[src/rtl/bank_dec_pkg.sv]
package bank_dec_pkg;

  // Decoded memory region of the current address.
  typedef enum logic [2:0] {
    RGN_BASE = 3'd0,
    RGN_VRAM = 3'd1,
    RGN_BANK = 3'd2,
    RGN_IO   = 3'd3,
    RGN_ROM  = 3'd4
  } region_e;

  // Region boundaries of the 16-bit map (inclusive low bounds).
  localparam logic [15:0] VRAM_LO = 16'h6000;
  localparam logic [15:0] BANK_LO = 16'h8000;
  localparam logic [15:0] IO_LO   = 16'hC000;
  localparam logic [15:0] ROM_LO  = 16'hC800;

endpackage

[src/rtl/bdec_region.sv]
module bdec_region
  import bank_dec_pkg::*;
#(
  parameter int ADDR_W  = 16,
  parameter bit VRAM_EN = 1'b1
) (
  input  logic [ADDR_W-1:0] addr,
  output region_e           region
);

  always_comb begin
    if (addr >= ROM_LO)
      region = RGN_ROM;
    else if (addr >= IO_LO)
      region = RGN_IO;
    else if (addr >= BANK_LO)
      region = RGN_BANK;
    else if (VRAM_EN && addr >= VRAM_LO)
      region = RGN_VRAM;
    else
      region = RGN_BASE;
  end

endmodule

[src/rtl/bdec_io_slots.sv]
module bdec_io_slots #(
  parameter int SLOT_W = 3,
  localparam int SLOTS = 1 << SLOT_W
) (
  input  logic              en,
  input  logic [SLOT_W-1:0] slot,
  output logic [SLOTS-1:0]  sel_n
);

  for (genvar k = 0; k < SLOTS; k++) begin : g_slot
    assign sel_n[k] = !(en && slot == SLOT_W'(k));
  end

endmodule

[src/rtl/bdec_bank_reg.sv]
module bdec_bank_reg #(
  parameter int BANK_W = 3,
  parameter int DATA_W = 8
) (
  input  logic              clk,
  input  logic              rst,
  input  logic              wr_en,
  input  logic [DATA_W-1:0] wdata,
  output logic [BANK_W-1:0] bank
);

  always_ff @(posedge clk) begin
    if (rst)
      bank <= '0;
    else if (wr_en)
      bank <= wdata[BANK_W-1:0];
  end

endmodule

[src/rtl/bank_addr_decoder.sv]
module bank_addr_decoder
  import bank_dec_pkg::*;
#(
  parameter int ADDR_W  = 16,
  parameter int DATA_W  = 8,
  parameter int BANK_W  = 3,
  parameter int WIN_W   = 14,
  parameter int SLOT_W  = 3,
  parameter int EXP_W   = 8,
  parameter bit VRAM_EN = 1'b1,
  localparam int SLOTS  = 1 << SLOT_W,
  localparam int PHYS_W = BANK_W + WIN_W
) (
  input  logic              clk,
  input  logic              rst,
  input  logic              phi2,
  input  logic              rw,
  input  logic [ADDR_W-1:0] addr,
  input  logic [DATA_W-1:0] wdata,
  output logic [DATA_W-1:0] rdata,
  output logic              base_ram_n,
  output logic              vram_n,
  output logic              bank_ram_n,
  output logic              rom_n,
  output logic [SLOTS-1:0]  io_sel_n,
  output logic [PHYS_W-1:0] bank_addr,
  output logic [EXP_W-1:0]  exp_addr,
  output logic              oe_n,
  output logic              we_n
);

  region_e           region;
  logic [BANK_W-1:0] bank;
  logic              io_en;
  logic              slot0;
  logic              exp_hit;

  bdec_region #(.ADDR_W(ADDR_W), .VRAM_EN(VRAM_EN)) u_region (
    .addr   (addr),
    .region (region)
  );

  assign io_en = phi2 && region == RGN_IO;

  bdec_io_slots #(.SLOT_W(SLOT_W)) u_slots (
    .en    (io_en),
    .slot  (addr[8 +: SLOT_W]),
    .sel_n (io_sel_n)
  );

  assign slot0 = !io_sel_n[0];

  bdec_bank_reg #(.BANK_W(BANK_W), .DATA_W(DATA_W)) u_bank (
    .clk   (clk),
    .rst   (rst),
    .wr_en (slot0 && !rw),
    .wdata (wdata),
    .bank  (bank)
  );

  assign base_ram_n = !(phi2 && region == RGN_BASE);
  assign vram_n     = !(phi2 && region == RGN_VRAM);
  assign bank_ram_n = !(phi2 && region == RGN_BANK);
  assign rom_n      = !(phi2 && region == RGN_ROM);

  assign oe_n = !(phi2 && rw);
  assign we_n = !(phi2 && !rw);

  assign bank_addr = {bank, addr[WIN_W-1:0]};

  // Upper half of the slot range feeds the expansion bus.
  assign exp_hit  = !(&io_sel_n[SLOTS-1:SLOTS/2]);
  assign exp_addr = exp_hit ? addr[EXP_W-1:0] : '0;

  assign rdata = (slot0 && rw) ? DATA_W'(bank) : '0;

endmodule

[config.mk]
export PLATFORM = sky130hd
export DESIGN_NAME = bank_addr_decoder
export DESIGN_NICKNAME = d
export VERILOG_FILES = /design/src/rtl/bank_dec_pkg.sv /design/src/rtl/bdec_region.sv /design/src/rtl/bdec_io_slots.sv /design/src/rtl/bdec_bank_reg.sv /design/src/rtl/bank_addr_decoder.sv
export SDC_FILE = /design/constraint.sdc
export NUM_CORES = 1
export LEC_CHECK = 0
export ABC_AREA = 1
export BUFFER_PORTS_ARGS = -buffer_cell sky130_fd_sc_hd__buf_2
export CELL_PAD_IN_SITES_DETAIL_PLACEMENT = 1
export CELL_PAD_IN_SITES_GLOBAL_PLACEMENT = 1
export CORE_MARGIN = 1.5
export CORE_UTILIZATION = 18
export CTS_BUF_LIST = sky130_fd_sc_hd__clkbuf_16
export CTS_CLUSTER_SIZE = 12
export DETAILED_ROUTE_END_ITERATION = 7
export PLACE_DENSITY = 0.93
export SYNTH_ARGS = -nofsm -noshare
export SYNTH_HDL_FRONTEND = slang
export SYNTH_HIERARCHICAL = 1
export SYNTH_SLANG_ARGS = --single-unit
[constraint.sdc]
create_clock -name clk -period 5.2 [get_ports clk]
set_clock_uncertainty 0.2 [all_clocks]
set_input_delay 1.04 -clock clk [delete_from_list [all_inputs] [get_ports clk]]
set_output_delay 1.04 -clock clk [all_outputs]
set_load 0.05 [all_outputs]
=== After elaboration in Yosys (flattened, before gate mapping) ===
Index checks and enable logic that the tools add are counted.

* Register bits: 3
* Input port bits: 28
* Logic and storage cells: 57
* Output and inout port bits: 47

* Reductions and logical operators: 35
* Eq/ne operators: 11
* Mux-type cells: 6
* $lt $le $gt $ge: 4

{| class="wikitable"
|+ Operators by type and width
! kind !! number
|-
| 16-bit greater-or-equal comparator (second input constant) || 3
|-
| 1-bit logical AND || 17
|-
| 16-bit by 15-bit greater-or-equal comparator with 1-bit output (second input constant) || 1
|-
| 3-bit equality test (second input constant) || 5
|-
| 1-bit zero test || 15
|-
| 3-bit by 2-bit equality test with 1-bit output (second input constant) || 4
|-
| 3-bit 2-to-1 mux || 4
|-
| 8-bit 2-to-1 mux || 1
|-
| 3-bit by 1-bit equality test with 1-bit output (second input constant) || 2
|-
| 3-bit zero test || 2
|-
| 4-bit AND reduction || 1
|-
| 1-bit 2-to-1 mux || 1
|}

=== Depth between registers and ports, before layout ===
Gate-level depths: netlist (run 1).

* Word-level depth: 11
* Depth in mapped cells: 12
* Gate-level depth less buffers: 12

=== Modules after synthesis ===
Netlist (run 1), hierarchy kept.

{| class="wikitable"
|+ By module, submodules not included
! module !! area each (um2) !! seq. area each (um2) !! cells each !! instances
|-
| bank_addr_decoder || 316.6 || 0.0 || 61 || 1
|-
| bdec_bank_reg || 120.1 || 60.1 || 19 || 1
|-
| bdec_io_slots || 73.8 || 0.0 || 19 || 1
|-
| bdec_region || 55.1 || 0.0 || 10 || 1
|}

=== Least setup slack after synthesis (run 1) ===
Ideal clock, no wire load.

* Path kind: input-to-output
* Start: in addr[12]
* End: out exp_addr[0]
* Slack: 0.924 ns
* Path buffers: 0
* Data required time: 3.960 ns
* Stages: 11
* Data arrival time: 3.036 ns
* Cell sequence: nor2_2 nand2_2 a21oi_2 nand2_1 nor3_1 nand2_1 inv_2 nand2_1 nand2_1 nor2_4 nor2_1

* Elaborated cells between the ends (all ways): 20

{| class="wikitable"
|+ RTL lines
! what !! line !! text
|-
| start: declaration || bank_addr_decoder.sv:18 || <nowiki>input logic [ADDR_W-1:0] addr,</nowiki>
|-
| 16-bit greater-or-equal comparator || bdec_region.sv:16 || <nowiki>else if (addr >= BANK_LO)</nowiki>
|-
| 3-bit 2-to-1 mux || bdec_region.sv:16 ||
|-
| 3-bit 2-to-1 mux || bdec_region.sv:14 || <nowiki>else if (addr >= IO_LO)</nowiki>
|-
| 3-bit 2-to-1 mux (*) || bdec_region.sv:12 || <nowiki>if (addr >= ROM_LO)</nowiki>
|-
| named net region[1] || bank_addr_decoder.sv:32 || <nowiki>region_e region;</nowiki>
|-
| 3-bit by 2-bit equality test with 1-bit output (*) || bank_addr_decoder.sv:43 || <nowiki>assign io_en = phi2 && region == RGN_IO;</nowiki>
|-
| 1-bit logical AND (*) || bank_addr_decoder.sv:43 ||
|-
| named net io_en || bank_addr_decoder.sv:34 || <nowiki>logic io_en;</nowiki>
|-
| 1-bit logical AND (*) || bdec_io_slots.sv:11 || <nowiki>assign sel_n[k] = !(en && slot == SLOT_W'(k));</nowiki>
|-
| 1-bit zero test (*) || bdec_io_slots.sv:11 ||
|-
| named net io_sel_n[4] || bank_addr_decoder.sv:25 || <nowiki>output logic [SLOTS-1:0] io_sel_n,</nowiki>
|-
| 4-bit AND reduction (*) || bank_addr_decoder.sv:72 || <nowiki>assign exp_hit = !(&io_sel_n[SLOTS-1:SLOTS/2]);</nowiki>
|-
| 8-bit 2-to-1 mux (*) || bank_addr_decoder.sv:73 || <nowiki>assign exp_addr = exp_hit ? addr[EXP_W-1:0] : '0;</nowiki>
|-
| end: declaration || bank_addr_decoder.sv:27 || <nowiki>output logic [EXP_W-1:0] exp_addr,</nowiki>
|}

The timed path passes the listed nets; every way through them passes the cells marked *.

=== Worst setup path in the final report (run 1) ===
* Start: in addr[12]
* End: out rdata[2]

* Elaborated cells between the ends (all ways): 13

{| class="wikitable"
|+ RTL lines
! what !! line !! text
|-
| 16-bit greater-or-equal comparator || bdec_region.sv:16 ||
|-
| 3-bit 2-to-1 mux || bdec_region.sv:16 ||
|-
| 3-bit 2-to-1 mux || bdec_region.sv:14 ||
|-
| 3-bit 2-to-1 mux (*) || bdec_region.sv:12 ||
|-
| named net region[1] || bank_addr_decoder.sv:32 ||
|-
| 3-bit by 2-bit equality test with 1-bit output (*) || bank_addr_decoder.sv:43 ||
|-
| 1-bit logical AND (*) || bank_addr_decoder.sv:43 ||
|-
| named net io_en || bank_addr_decoder.sv:34 ||
|-
| 1-bit logical AND (*) || bdec_io_slots.sv:11 ||
|-
| 1-bit logical AND (*) || bank_addr_decoder.sv:75 || <nowiki>assign rdata = (slot0 && rw) ? DATA_W'(bank) : '0;</nowiki>
|-
| 3-bit 2-to-1 mux (*) || bank_addr_decoder.sv:75 ||
|-
| end: declaration || bank_addr_decoder.sv:20 || <nowiki>output logic [DATA_W-1:0] rdata,</nowiki>
|}

Marked as above.

==> run metrics, run 1 <==
status=finished, final reports clean; Fillers=425; Post-synth ARST share=0%; RSZ-0062 raised after global routing=no; cts hold-fix bufs=0; Worst setup SP type=input port; Total Routing Usage GR=9.354%; worst hold start=u_bank/bank[1]$_SDFFE_PP0P_; Synth area leaders=buf_4, inv_1, nand2_1; Yosys reg bits=3; Pint=138.6 µW; Reg2Reg Depth=2; Die W=59.05 µm; worst min path class=reg -> reg; CP max stage delay=0.26 ns; RR Endpoint=u_bank/bank[0]$_SDFFE_PP0P_; FMAX=251.0 MHz; dpl cells=202; Syn Inst Count=109; vias post-DR=752; area of the mapped netlist=565.5 µm²; number of global-route vias before repair=651; dpl hpwl=1526 µm; Min-Delay Endpoint=u_bank/bank[1]$_SDFFE_PP0P_; wire per inst=8.218 µm; leading area contributor after synthesis=buf_4; Synth top area share=25.22%; Worst VDD drop=0.0001556 V; max-cap viol count=0; largest registers=u_bank/bank (3); uppermost layer routed=met4; Tcrit/Tclk final=76.63%; Via density=3.650; area delta synth->final=57.74%; H-Tree Depth=1; max reg flops=3; post-CTS setup buffer count=0; min cycle time layout=3.985 ns; Critical Path RT=3.96 ns; clock network power share=55.5%; Non-Filler Instances=206; Switching Power=76.60 µW; LEAKAGE=0.5645 nW; Crit path top cell by count=nand2_1; Yosys warning total=6; DRC=0; met2 wire len=823 µm; Top reg by flops=u_bank/bank; nets=191; reg-to-reg slack, setup=4.43 ns; Sw Share=35.60%; number of flops mapped to enable cells by yosys=0; Crit. End Element=output pin; crit path max fanout=4; Flop pwr share=10.8%; Final Wtd Congestion=0.6936; grt ovf=0; CTS tree=built; DRT iter0 DRCs=7; Die Ht=59.05 µm; hold path depth=2; Antenna Cells=0; cts bufs inserted=3; DR WL met3=149 µm; # IOs=75; CORE AREA=0.003028 mm²; Crit-path slowest cell=buf_2; power density cells=241.2 mW/mm²; Setup-failing EPs final=0; Seq/Total Area, Yosys=10.62%; # clock sinks=3; initial antenna violation count=0; Comb power frac=33.6%; reg2reg start=u_bank/bank[0]$_SDFFE_PP0P_; Yosys cell types=16; Initial Util=18.68%; CTS root buffer=clkbuf_16; Final Hold Vio Count=0; CTS resizes=0; CTS clk-pin slew, worst paths=0.03 ns; Post-synth top cells=inv_1, nand2_1, nor2_1; Setup CP Type=in -> out; # rows=20; crit path cell chain=buf_2 -> nor2_2 -> nand2_2 -> a21oi_2 -> nand2_1 -> nor3_1 -> inv_1 -> nor2_2 -> nand2_1 -> inv_1 -> nand2_1 -> nor2_1 -> buf_2; Post-Syn Area per Cell=5.188 µm²; final wirelength=1693 µm; latest clock arrival within the worst-skew pair=0.22 ns; ANT nets after route=0; Longest Clk Path Bufs=2; Pre-antenna DRT Iters=2; fin. max-slew vios=0; CP arrival=2.74 ns; Routed met1 length=705 µm; port bufs=64; first-pass GRT wire length=2525 µm; die area=0.003487 mm²; largest net degree at the start of global routing=9; share of post-route cells with drive strength above 1=46.91%; Top FF cell, synth=dfxtp_1; Final TNS setup=0 ns
-- metal layers --
layer	up-vias	track usage (%)
met5	-	0
met2	43	17.30
met3	2	2.402
met4	0	3.896
li1	392	-
met1	315	9.947
-- power by group through the flow --
stage / Sequential (mW) / Clock (mW) / Combinational (mW)
finish: 0.0233 / 0.119 / 0.0724
global route: 0.0233 / 0.123 / 0.0777
CTS: 0.0233 / 0.121 / 0.0730
detailed placement: 0.0236 / 0 / 0.0729
global placement: 0.0236 / 0 / 0.0715
floorplan: 0.0238 / 0 / 0.0624
-- logic make-up (layout without fill, tap and decap cells) --
kind of cell	after synthesis	after routing	share of synthesized area, %
and+or+nand+nor	56	56	41.37
buffers and inverters	45	94	42.48
AOI/OAI and AO/OA	4	4	4.866
DFF	3	3	10.62
other	1	5	0.6631
-- per-stage QoR --
step	area (µm²)	power [mW]	worst slack [ns]	util (%)	hold slack (ns)
after CTS	892.1	0.2176	1.164	29.46	0.2925
after global placement	813.3	0.09510	1.218	26.86	0.2877
final	892.1	0.2152	1.215	29.46	0.2881
after floorplan	580.6	0.08619	0.9238	-	0.4994
after detailed placement	813.3	0.09646	1.172	26.86	0.2889
after global routing	892.1	0.2243	0.9775	29.46	0.3392
-- critical path: cells and delay by family --
kind	cells	cell delay [ns]
compound gates	1	0.20
buf+inv	4	0.53
simple gates	8	0.98
-- how the worst max path moves through the flow --
stage	start	endpoint	slack (ns)	cells after the start
finish	addr[12]	rdata[2]	1.22	13
global route	addr[12]	rdata[1]	0.98	13
CTS	addr[12]	rdata[2]	1.16	13
detailed placement	addr[12]	rdata[2]	1.17	13
global placement	addr[12]	rdata[0]	1.22	13
floorplan	addr[12]	exp_addr[0]	0.92	11
-- layout make-up --
class / instances / area, µm² / share of cell area [%]
clock buffers: 3 / 75.07 / 8.415
clock inverters: 1 / 3.754 / 0.4208
inverters: 26 / 97.59 / 10.94
multi-input cells: 65 / 280.3 / 31.42
flip-flops and latches: 3 / 60.06 / 6.732
well taps: 44 / 55.05 / 6.171
repair buffers: 64 / 320.3 / 35.90
-- placed cells by master, fill, tap and decap left out --
master and n:
a21oi_1 1, a21oi_2 2, buf_2 64, clkbuf_16 3
conb_1 5, dfxtp_1 3, inv_1 25, inv_2 2
nand2_1 24, nand2_2 1, nand3_1 2, nor2_1 23
nor2_2 3, nor2_4 1, nor3_1 1, o21ai_0 1
or2_1 1
No activity file was read; power rests on OpenSTA's default activity.
==> inputs of run 2 (changes only) <==
--- a/config.mk
+++ b/config.mk
@@ -10,11 +10,11 @@
 export CELL_PAD_IN_SITES_DETAIL_PLACEMENT = 1
 export CELL_PAD_IN_SITES_GLOBAL_PLACEMENT = 1
 export CORE_MARGIN = 1.5
-export CORE_UTILIZATION = 18
+export CORE_UTILIZATION = 17
 export CTS_BUF_LIST = sky130_fd_sc_hd__clkbuf_16
 export CTS_CLUSTER_SIZE = 12
 export DETAILED_ROUTE_END_ITERATION = 7
-export PLACE_DENSITY = 0.93
+export PLACE_DENSITY = 0.89
 export SYNTH_ARGS = -nofsm -noshare
 export SYNTH_HDL_FRONTEND = slang
 export SYNTH_HIERARCHICAL = 1
==> constraint.sdc (replaced) <==
create_clock -name clk -period 4 [get_ports clk]
set_clock_uncertainty 0.2 [all_clocks]
set_input_delay 0.8 -clock clk [delete_from_list [all_inputs] [get_ports clk]]
set_output_delay 0.8 -clock clk [all_outputs]
set_load 0.05 [all_outputs]
==> run metrics, run 2 (synthesis results as in run 1) <==
status=finished, final reports clean; FMAX=287.4 MHz; CP arrival=2.48 ns; dpl hpwl=1526 µm; final wirelength=1712 µm; worst min path class=reg -> reg; Final Wtd Congestion=0.6493; first-pass GRT wire length=2573 µm; largest registers=u_bank/bank (3); commonest cells after routing, fill and taps aside=buf_2, inv_1, nand2_1; ANT nets after route=0; Total Routing Usage GR=9.027%; Final Hold Vio Count=0; number of global-route vias before repair=636; FF+latch area=60.06 µm²; most common cell after layout, fill and taps aside=buf_2; H-Tree Depth=1; grt ovf=0; Final TNS setup=0 ns; Crit. End Element=output pin; min cycle time layout=3.479 ns; share of post-route cells with drive strength above 1=46.91%; Longest Clk Path Bufs=2; CTS clk-pin slew, worst paths=0.03 ns; Via density=3.704; Fillers=446; Multi-input gate area=280.3 µm²; post-CTS setup buffer count=0; LEAKAGE=0.5645 nW; port bufs=64; Die Ht=60.68 µm; initial antenna violation count=0; Initial Util=18.23%; # IOs=75; cts bufs inserted=3; die area=0.003681 mm²; Worst VDD drop=0.0001914 V; Setup-failing EPs final=0; max-cap viol count=0; Pre-antenna DRT Iters=4; max reg flops=3; largest net degree at the start of global routing=9; DRT iter0 DRCs=19; nets=191; CTS root buffer=clkbuf_16; CORE AREA=0.003103 mm²; wire per inst=8.311 µm; area delta synth->final=57.74%; Die W=60.68 µm; Critical Path RT=3.00 ns; latest clock arrival within the worst-skew pair=0.22 ns; Worst setup SP type=input port; cts hold-fix bufs=0; Antenna Cells=0; Setup CP Type=in -> out; RSZ-0062 raised after global routing=no; # clock sinks=3; Tcrit/Tclk final=86.98%; power density cells=314.2 mW/mm²; vias post-DR=763; crit path max fanout=4; CTS tree=built; smallest hold slack=0.2842 ns; Final Util=28.75%; Top reg by flops=u_bank/bank; DRC=0; fin. max-slew vios=0; CTS resizes=0; # rows=20
[run 2: cell counts in the layout (fill, tap and decap cells not counted)]
Identical to the previous run, type by type.
[run 2: final cells by class]
class                           count  share of cell area (%)
Multi-Input combinational cell     65                   31.42
Tap cell                           44                   6.171
Clock buffer                        3                   8.415
Clock inverter                      1                  0.4208
Sequential cell                     3                   6.732
Inverter                           26                   10.94
Timing Repair Buffer               64                   35.90
[run 2: where the power goes]
part           internal (mW)  leakage (nW)  switching [mW]
registers             0.0302        0.0242       0.0000576
logic                 0.0211         0.498          0.0726
clock network          0.129        0.0423          0.0274
total                  0.180         0.565           0.100
[run 2: critical path, cell delays in order]
cell and delay [ns]:
buf_2 0.11, nor2_2 0.13, nand2_2 0.08, a21oi_2 0.19
nand2_1 0.07, nor3_1 0.23, inv_1 0.09, nor2_2 0.15
nand2_1 0.12, inv_1 0.07, nand2_1 0.08, nor2_1 0.09
buf_2 0.27
[run 2: metal layers]
metal,wire length [µm],GRT usage (%),vias up
met5,0,0,-
met4,0,3.727,0
met3,201,1.493,0
met2,794,16.44,44
met1,717,10.37,326
li1,-,-,393
[run 2: worst paths after layout]
path	start	to	slack [ns]	depth (start not counted)
setup / recovery	addr[12]	rdata[0]	0.52	13
hold reg to reg	u_bank/bank[2]$_SDFFE_PP0P_	u_bank/bank[2]$_SDFFE_PP0P_	0.28	2
hold / removal	u_bank/bank[2]$_SDFFE_PP0P_	u_bank/bank[2]$_SDFFE_PP0P_	0.28	2
setup reg to reg	u_bank/bank[0]$_SDFFE_PP0P_	u_bank/bank[0]$_SDFFE_PP0P_	3.23	2
[run 2: metrics by stage]
stage | power (mW) | worst slack [ns] | instances | instance area [µm²]
after global routing | 0.2934 | 0.2856 | 206 | 892.1
after global placement | 0.1240 | 0.5261 | 202 | 813.3
after CTS | 0.2836 | 0.4787 | 206 | 892.1
after detailed placement | 0.1250 | 0.4789 | 202 | 813.3
after floorplan | 0.1120 | 0.2038 | 113 | 580.6
final | 0.2803 | 0.5206 | 206 | 892.1
